--- config.mk ---
export PLATFORM = sky130hd
export DESIGN_NAME = hs_par_in_port
export DESIGN_NICKNAME = d
export VERILOG_FILES = /design/src/rtl/hs_pkg.sv /design/src/rtl/hs_strobe_sync.sv /design/src/rtl/hs_in_buffer.sv /design/src/rtl/hs_par_in_port.sv
export SDC_FILE = /design/constraint.sdc
export NUM_CORES = 1
export LEC_CHECK = 0
export CAP_MARGIN = 20
export CELL_PAD_IN_SITES_DETAIL_PLACEMENT = 1
export CELL_PAD_IN_SITES_GLOBAL_PLACEMENT = 2
export CORE_MARGIN = 2
export CORE_UTILIZATION = 40
export DETAILED_ROUTE_END_ITERATION = 8
export PLACE_DENSITY = 0.95
export SYNTH_ARGS = -nofsm -noshare
export SYNTH_HDL_FRONTEND = slang
export SYNTH_HIERARCHICAL = 1
export SYNTH_SLANG_ARGS = --single-unit
--- constraint.sdc ---
create_clock -name clk_i -period 4.8 [get_ports clk_i]
set_input_delay 1.44 -clock clk_i [delete_from_list [all_inputs] [get_ports clk_i]]
set_output_delay 1.44 -clock clk_i [all_outputs]
set_load 0.01 [all_outputs]
--- src/rtl/hs_pkg.sv ---
package hs_pkg;
  localparam int unsigned ADDR_W   = 5;
  localparam int unsigned DATA_W   = 8;

  localparam logic [ADDR_W-1:0] OFS_GCTRL = 5'h00;
  localparam logic [ADDR_W-1:0] OFS_DIR   = 5'h04;
  localparam logic [ADDR_W-1:0] OFS_PCTRL = 5'h0C;
  localparam logic [ADDR_W-1:0] OFS_DATA  = 5'h10;
  localparam logic [ADDR_W-1:0] OFS_STAT  = 5'h1A;

  localparam int unsigned GC_HS_EN  = 4;
  localparam int unsigned PC_LIVE   = 7;

  localparam int unsigned ST_STB    = 0;
  localparam int unsigned ST_OVR    = 1;
  localparam int unsigned ST_AVAIL  = 4;
  localparam int unsigned ST_READY  = 5;
endpackage

--- src/rtl/hs_strobe_sync.sv ---
module hs_strobe_sync #(
  parameter int unsigned STAGES = 2
) (
  input  logic clk_i,
  input  logic rst_ni,
  input  logic strobe_i,
  output logic rise_o
);
  logic [STAGES-1:0] sync_q;
  logic              prev_q;

  always_ff @(posedge clk_i or negedge rst_ni) begin
    if (!rst_ni) begin
      sync_q <= '0;
      prev_q <= 1'b0;
    end else begin
      sync_q <= {sync_q[STAGES-2:0], strobe_i};
      prev_q <= sync_q[STAGES-1];
    end
  end

  assign rise_o = sync_q[STAGES-1] & ~prev_q;

  AST_EDGE_SINGLE: assert property (@(posedge clk_i) disable iff (!rst_ni)
    rise_o |=> !rise_o);
endmodule

--- src/rtl/hs_in_buffer.sv ---
module hs_in_buffer #(
  parameter int unsigned WIDTH = 8,
  localparam int unsigned CNT_W = 2
) (
  input  logic             clk_i,
  input  logic             rst_ni,
  input  logic             flush_i,
  input  logic             push_i,
  input  logic [WIDTH-1:0] din_i,
  input  logic             pop_i,
  output logic [WIDTH-1:0] head_o,
  output logic [CNT_W-1:0] cnt_o
);
  logic [WIDTH-1:0] st0_q, st1_q;
  logic [CNT_W-1:0] cnt_q;
  logic             do_push, do_pop;

  assign do_push = push_i && (cnt_q != 2'd2);
  assign do_pop  = pop_i && (cnt_q != 2'd0);

  always_ff @(posedge clk_i or negedge rst_ni) begin
    if (!rst_ni) begin
      st0_q <= '0;
      st1_q <= '0;
      cnt_q <= '0;
    end else if (flush_i) begin
      cnt_q <= '0;
    end else begin
      unique case ({do_push, do_pop})
        2'b10: begin
          if (cnt_q == 2'd0) st0_q <= din_i;
          else               st1_q <= din_i;
          cnt_q <= cnt_q + 2'd1;
        end
        2'b01: begin
          st0_q <= st1_q;
          cnt_q <= cnt_q - 2'd1;
        end
        2'b11: begin
          // count is 1 here: new byte becomes head
          st0_q <= din_i;
        end
        default: ;
      endcase
    end
  end

  assign head_o = (cnt_q != 2'd0) ? st0_q : '0;
  assign cnt_o  = cnt_q;

  AST_NO_OVERFLOW: assert property (@(posedge clk_i) disable iff (!rst_ni)
    (cnt_q == 2'd2 && !pop_i && !flush_i) |=> cnt_q == 2'd2);
  AST_FLUSH_EMPTY: assert property (@(posedge clk_i) disable iff (!rst_ni)
    flush_i |=> cnt_q == 2'd0);
  AST_CNT_RANGE: assert property (@(posedge clk_i) disable iff (!rst_ni)
    cnt_q != 2'd3);
endmodule

--- src/rtl/hs_par_in_port.sv ---
module hs_par_in_port
  import hs_pkg::*;
#(
  parameter int unsigned SYNC_STAGES = 2
) (
  input  logic              clk_i,
  input  logic              rst_ni,
  input  logic [ADDR_W-1:0] addr_i,
  input  logic              wr_i,
  input  logic              rd_i,
  input  logic [DATA_W-1:0] wdata_i,
  output logic [DATA_W-1:0] rdata_o,
  input  logic [DATA_W-1:0] pins_i,
  input  logic              strobe_i,
  output logic              ready_o
);
  logic [DATA_W-1:0] gctrl_q, pctrl_q, dir_q;
  logic              stb_seen_q, ovr_q, ready_q;
  logic              rise, hs_en, live, flush, push, pop;
  logic [DATA_W-1:0] head;
  logic [1:0]        cnt;
  logic [DATA_W-1:0] stat;
  logic              wr_stat;

  hs_strobe_sync #(.STAGES(SYNC_STAGES)) u_sync (
    .clk_i    (clk_i),
    .rst_ni   (rst_ni),
    .strobe_i (strobe_i),
    .rise_o   (rise)
  );

  assign hs_en = gctrl_q[GC_HS_EN];
  assign live  = pctrl_q[PC_LIVE];
  assign flush = !hs_en || live;
  assign push  = rise && hs_en && !live;
  assign pop   = rd_i && (addr_i == OFS_DATA) && hs_en && !live;

  hs_in_buffer #(.WIDTH(DATA_W)) u_buf (
    .clk_i   (clk_i),
    .rst_ni  (rst_ni),
    .flush_i (flush),
    .push_i  (push),
    .din_i   (pins_i),
    .pop_i   (pop),
    .head_o  (head),
    .cnt_o   (cnt)
  );

  always_ff @(posedge clk_i or negedge rst_ni) begin
    if (!rst_ni) begin
      gctrl_q <= '0;
      pctrl_q <= '0;
      dir_q   <= '0;
    end else if (wr_i) begin
      if (addr_i == OFS_GCTRL) gctrl_q <= wdata_i;
      if (addr_i == OFS_PCTRL) pctrl_q <= wdata_i;
      if (addr_i == OFS_DIR)   dir_q   <= wdata_i;
    end
  end

  assign wr_stat = wr_i && (addr_i == OFS_STAT);

  // sticky bits: set beats clear in the same cycle
  always_ff @(posedge clk_i or negedge rst_ni) begin
    if (!rst_ni) begin
      stb_seen_q <= 1'b0;
      ovr_q      <= 1'b0;
      ready_q    <= 1'b0;
    end else begin
      stb_seen_q <= (stb_seen_q && !(wr_stat && wdata_i[ST_STB])) || (rise && hs_en);
      ovr_q      <= (ovr_q && !(wr_stat && wdata_i[ST_OVR])) || (push && cnt == 2'd2);
      ready_q    <= hs_en && (live || cnt != 2'd2);
    end
  end

  assign ready_o = ready_q;

  always_comb begin
    stat           = '0;
    stat[ST_STB]   = stb_seen_q;
    stat[ST_OVR]   = ovr_q;
    stat[ST_AVAIL] = (cnt != 2'd0);
    stat[ST_READY] = ready_q;
  end

  always_comb begin
    unique case (addr_i)
      OFS_GCTRL: rdata_o = gctrl_q;
      OFS_DIR:   rdata_o = dir_q;
      OFS_PCTRL: rdata_o = pctrl_q;
      OFS_DATA:  rdata_o = (live ? pins_i : head) & ~dir_q;
      OFS_STAT:  rdata_o = stat;
      default:   rdata_o = '0;
    endcase
  end

  AST_READY_LOW_FULL: assert property (@(posedge clk_i) disable iff (!rst_ni)
    (cnt == 2'd2) |=> !ready_o);
  AST_STB_SEEN: assert property (@(posedge clk_i) disable iff (!rst_ni)
    (rise && hs_en) |=> stb_seen_q);
  AST_DIS_QUIET: assert property (@(posedge clk_i) disable iff (!rst_ni)
    (!hs_en && $past(!hs_en)) |-> (!ready_o && cnt == 2'd0));
  AST_LIVE_READY: assert property (@(posedge clk_i) disable iff (!rst_ni)
    (hs_en && live) |=> (ready_o || !hs_en));
endmodule

# --- Word level (Yosys, flattened, before mapping) ---
# Cells that the tools add are included.
totals:
  ff_bits: 48
  in_bits: 26
  out_inout_bits: 9
  elab_cells: 68
op_classes:
  n_addsub: 2
  n_eq_ne: 10
  muxes: 7
  bitwise: 6
  n_reduce_logical: 32
op_table:
  columns: ["cell", "count"]
  rows:
  - ["$pmux 8 s5", 1]
  - ["$mux 8", 3]
  - ["$pmux 8 s3", 1]
  - ["$logic_and 1x1->1", 14]
  - ["$eq 5x5->1 const B", 2]
  - ["$and 8x8->8", 1]
  - ["$not 8->8", 1]
  - ["$eq 2x2->1 const B", 3]
  - ["$reduce_and 2->1", 3]
  - ["$reduce_and 3->1", 2]
  - ["$reduce_bool 3->1", 2]
  - ["$eq 5x3->1 const B", 1]
  - ["$eq 5x4->1 const B", 1]
  - ["$logic_not 5->1", 1]
  - ["$logic_not 1->1", 4]
  - ["$logic_or 1x1->1", 4]
  - ["$pmux 2 s2", 1]
  - ["$not 1->1", 3]
  - ["$add 2x1->2 const B", 1]
  - ["$eq 2x1->1 const B", 1]
  - ["$logic_not 2->1", 1]
  - ["$mux 2", 1]
  - ["$ne 2x1->1 const B", 1]
  - ["$ne 2x2->1 const B", 1]
  - ["3 further kinds", 3]

# --- Logic depth before layout (Yosys ltp) ---
depth:
  ltp_word: 8
  depth_mapped: 9
  mapped_depth_nobuf: 6

# --- Hierarchy ---
# The synthesis kept the hierarchy.
by_module_without_submodules:
  columns: ["mod", "n_inst", "cells_per_inst", "area_each_um2", "seq_area_each_um2"]
  rows:
  - ["hs_par_in_port", 1, 119, 1524.0, 675.6]
  - ["hs_in_buffer", 1, 93, 1051.0, 450.4]
  - ["hs_strobe_sync", 1, 4, 88.8, 75.1]

# --- Worst setup path before layout ---
# No wires, ideal clock.
synth_path:
  path_kind: "input port to output port"
  startpoint: "in addr_i[2]"
  endpoint: "out rdata_o[4]"
  arrival_ps: 2507
  required_time_ps: 3360
  setup_slack_ps: 853
  path_stages: 4
  path_buffers: 0
  cell_sequence: "nand2b_1 -> or4_4 -> or3_1 -> nand3_1"
synth_between:
  elab_chain_len: 2
  word_cells_on_any_way: 6
  classes_between: "4 x eq/ne; 1 x mux; 1 x reduce/logical"
synth_rtl:
  columns: ["element", "line_no", "rtl"]
  rows:
  - ["start: declaration", "hs_par_in_port.sv:8", "input logic [ADDR_W-1:0] addr_i,"]
  - ["$eq 5x5->1 (tied with other cells)", "hs_par_in_port.sv:87", "unique case (addr_i)"]
  - ["$pmux 8 s5 *", "hs_par_in_port.sv:87", null]
  - ["end: declaration", "hs_par_in_port.sv:12", "output logic [DATA_W-1:0] rdata_o,"]
# Mark *: on every way between the ends. The rest lies on a longest branch, timed or not.

# --- Worst setup path after layout ---
# Ends and elaborated chain as after synthesis.

==> out/metrics.yaml <==
flow_run:
  cap_violations: 0
detailed_routing:
  first_iter_violations: 105
  ant_nets: 0
  wl_per_cell_um: 20.2
  drc_errors: 0
  drt-pass1-iter-count: 4
  route.final.wire_length_mm: 6.86
  route.vias.total: 1974
  via_per_inst: 5.81
power_and_ir_drop:
  p_clk_share_pct: 28.9
  p_sw_uw: 277
  sw_frac_of_total_pct: 27.1
  p_leak_uw: 0.00145
  ir_worst_vdd_v: 0.000141
  p_per_area_nw_per_um2: 315
  p_int_uw: 747
  seq_power_share_pct: 51.9
  combPwrFrac_pct: 19.2
grt:
  first_global_vias: 2162
  antenna_found_initial: 0
  grt.overflow.total: 0
  track_usage_pct: 20.4
  grt_pass1_wl_mm: 11.6
  grt_max_degree: 49
hold_path:
  worstHoldEndpoint: "u_sync/sync_q[1]$_DFF_PN0_"
  min_path_cells: 0
  worstHoldPathType: "flop to flop"
  hp-start: "u_sync/sync_q[0]$_DFF_PN0_"
clock_network:
  cts_sinks: 48
  insertion_delay_ps: 300
  htree_levels: 2
  clockBufferDepth: 2
  clkTransAtPathRegs_ps: 90
  cts_inserted_buffers: 5
  holdBufCountCts: 0
  clockRootBuffer: "clkbuf_8"
  cts_tree: "done"
timing:
  finalCritPeriodShare_pct: 96.5
  finalHoldViolCount: 0
  timing.setup.tns_ps: 0
  grt_setup_unrepaired: "false"
  period_needed_ps: 4630
  max_freq_mhz: 216
  setup_viol: 0
  relSlewSlack_pct: 46.3
  clock_skew_ps: 5.40
  report.final.slew_viol_count: 0
  worst_pin_slew_ps: 806
  hold_slack_ps: 361
run_status:
  status: "finished clean"
synthesis:
  ys_warn_count: 6
  synthMuxAreaShare_pct: 20.8
  ys_types: 48
  ys_seq_area_share_pct: 45.1
  yosys.area_share.simple_pct: 16.3
  synth-edff-count: 0
  synth-seq-cells: 48
  netlist_instances: 216
  synth_ff_type: "dfrtp_1"
  synthTopCellsByArea: "dfrtp_1 (45%), mux2_4 (14%), mux2_2 (4.2%)"
  yosysTopAreaCellShare_pct: 45.1
  synthArstFlopShare_pct: 100
  synth_nets: 242
  yosys.cell_count.top_type: "dfrtp_1"
  synth_top_family_by_area: "multiplexers"
  synthXorXnorAreaFrac_pct: 0
  synth.largest_area_cell: "dfrtp_1"
  synth_common_cells: "dfrtp_1 (48), mux2_4 (24), mux2_2 (10), o21ai_0 (10)"
  synth_area_per_cell_um2: 12.3
  synthAdderAreaFrac_pct: 0
  synth_area_um2: 2660
  synth_compound_area_share_pct: 13.2
final_layout:
  layout.nets: 288
  diodes: 0
  areaGrowthSynthToFinish_pct: 22.3
  drive_gt1_share_pct: 28.1
worst_setup_path:
  critPathLaunchType: "primary input"
  cp.buffers_inverters: 2
  cp_slowest_cell: "or4_4"
  max_stage_delay_ps: 460
  worst-path-max-fanout: 4
  reg2reg_from: "pctrl_q[7]$_DFFE_PN0P_"
  end_kind: "primary output"
  cp_data_arrival_time_ps: 3190
  ff2ff_path_depth: 5
  cp_cell_sequence: "clkdlybuf4s50_1 -> nand2b_1 -> or4_4 -> or3_1 -> nand3_1 -> dlygate4sd2_1"
  cp_top_family: "simple AND/OR/NAND/NOR gates"
  cp_data_required_time_ps: 3360
  r2r-end: "u_buf/st0_q[0]$_DFFE_PN0P_"
  rrSetupSlack_ps: 2140
  criticalPathCategory: "primary input to primary output"
floorplan:
  num_rows: 29
  initial_core_util_pct: 41.7
  fp.dieH_um: 85.6
  core_um2: 6390
  ios: 35
  die_area_um2: 7330
  die_w_um: 85.6
placement:
  place.gp.congestion: 0.775
  port_buffers: 34
  dp_hpwl_mm: 4.85
[per-layer routing]
| layer | GRT usage, % | up-vias | wire (um) |
|---|---|---|---|
| met5 | 0 | - | 0 |
| met4 | 5.63 | 0 | 107 |
| met3 | 3.95 | 9 | 290 |
| met2 | 34.6 | 45 | 3480 |
| met1 | 26.6 | 1012 | 2980 |
| li1 | - | 908 | - |
[worst max path at each step]
stage / startpoint / to / slack, ps / cells after the start
global route: addr_i[4] / rdata_o[6] / 80 / 8
CTS: addr_i[2] / rdata_o[4] / 160 / 6
finish: addr_i[2] / rdata_o[4] / 170 / 6
global placement: addr_i[2] / rdata_o[4] / -70 / 6
floorplan: addr_i[2] / rdata_o[4] / 850 / 4
detailed placement: addr_i[1] / rdata_o[5] / -130 / 8
[kinds of logic (layout without fill, tap and decap cells)]
logic type | after synthesis | in the layout
mux | 42 | 42
simple gates | 60 | 60
buf+inv | 17 | 64
flops | 48 | 48
compound gates | 49 | 49
[flip-flops by register name, summed over array words and instances (netlist names)]
name,count
dir_q,8
gctrl_q,8
ovr_q,1
pctrl_q,8
ready_o,1
stb_seen_q,1
u_buf/cnt_o,2
u_buf/st0_q,8
u_buf/st1_q,8
u_sync/prev_q,1
u_sync/sync_q,2
[final cells by class]
class / instances / area (um^2)
Inverter: 5 / 18.8
Clock buffer: 6 / 72.6
Fill cell: 690 / 3130
Clock inverter: 2 / 35.0
Timing Repair Buffer: 51 / 482
Tap cell: 77 / 96.3
Sequential cell: 48 / 1200
Multi-Input combinational cell: 151 / 1350
[metrics by stage]
| stage | cell area (um^2) | setup slack (ps) | power [uW] | instances | utilization, % |
|---|---|---|---|---|---|
| after CTS | 3240 | 156 | 1030 | 339 | 50.7 |
| after global placement | 3120 | -72.6 | 719 | 330 | 48.8 |
| after detailed placement | 3120 | -128 | 735 | 330 | 48.8 |
| final | 3260 | 167 | 1020 | 340 | 51.0 |
| after global routing | 3260 | 82.0 | 1080 | 340 | 51.0 |
| after floorplan | 2660 | 853 | 649 | 216 | - |
[what timing repair did]
item,in CTS,in global routing
setup buffers,1,0
hold endpoints to repair,0,0
resized for setup,12,0
endpoints found under the setup margin,8,0
[cells in the final DEF (no fill, tap or decap), drive strengths merged, types with 2 or more instances in the layout]
master / Yosys / layout
nand4: 9 / 9
o311ai: 3 / 3
o21ai: 10 / 10
a31oi: 9 / 9
and2: 9 / 9
buf: 12 / 18
mux2: 34 / 34
a21oi: 2 / 2
a211oi: 8 / 8
nor4b: 2 / 2
nor2: 4 / 4
nand3b: 2 / 2
a222oi: 3 / 3
a21o: 2 / 2
nand3: 4 / 4
nor2b: 4 / 4
clkbuf: 0 / 6
clkdlybuf4s50: 0 / 25
mux2i: 8 / 8
nor4: 2 / 2
a22oi: 7 / 7
dlygate4sd2: 0 / 8
or2: 2 / 2
nand2: 12 / 12
nand2b: 3 / 3
inv: 5 / 5
dfrtp: 48 / 48
[power by group through the flow]
stage	Clock [uW]	Sequential, uW	Combinational (uW)
2_1_floorplan	0	515	134
3_3_place_gp	0	532	187
3_5_place_dp	0	539	196
4_1_cts	301	531	198
5_1_grt	320	542	217
6_report	296	532	197
Power figures use the tool's default switching activity.
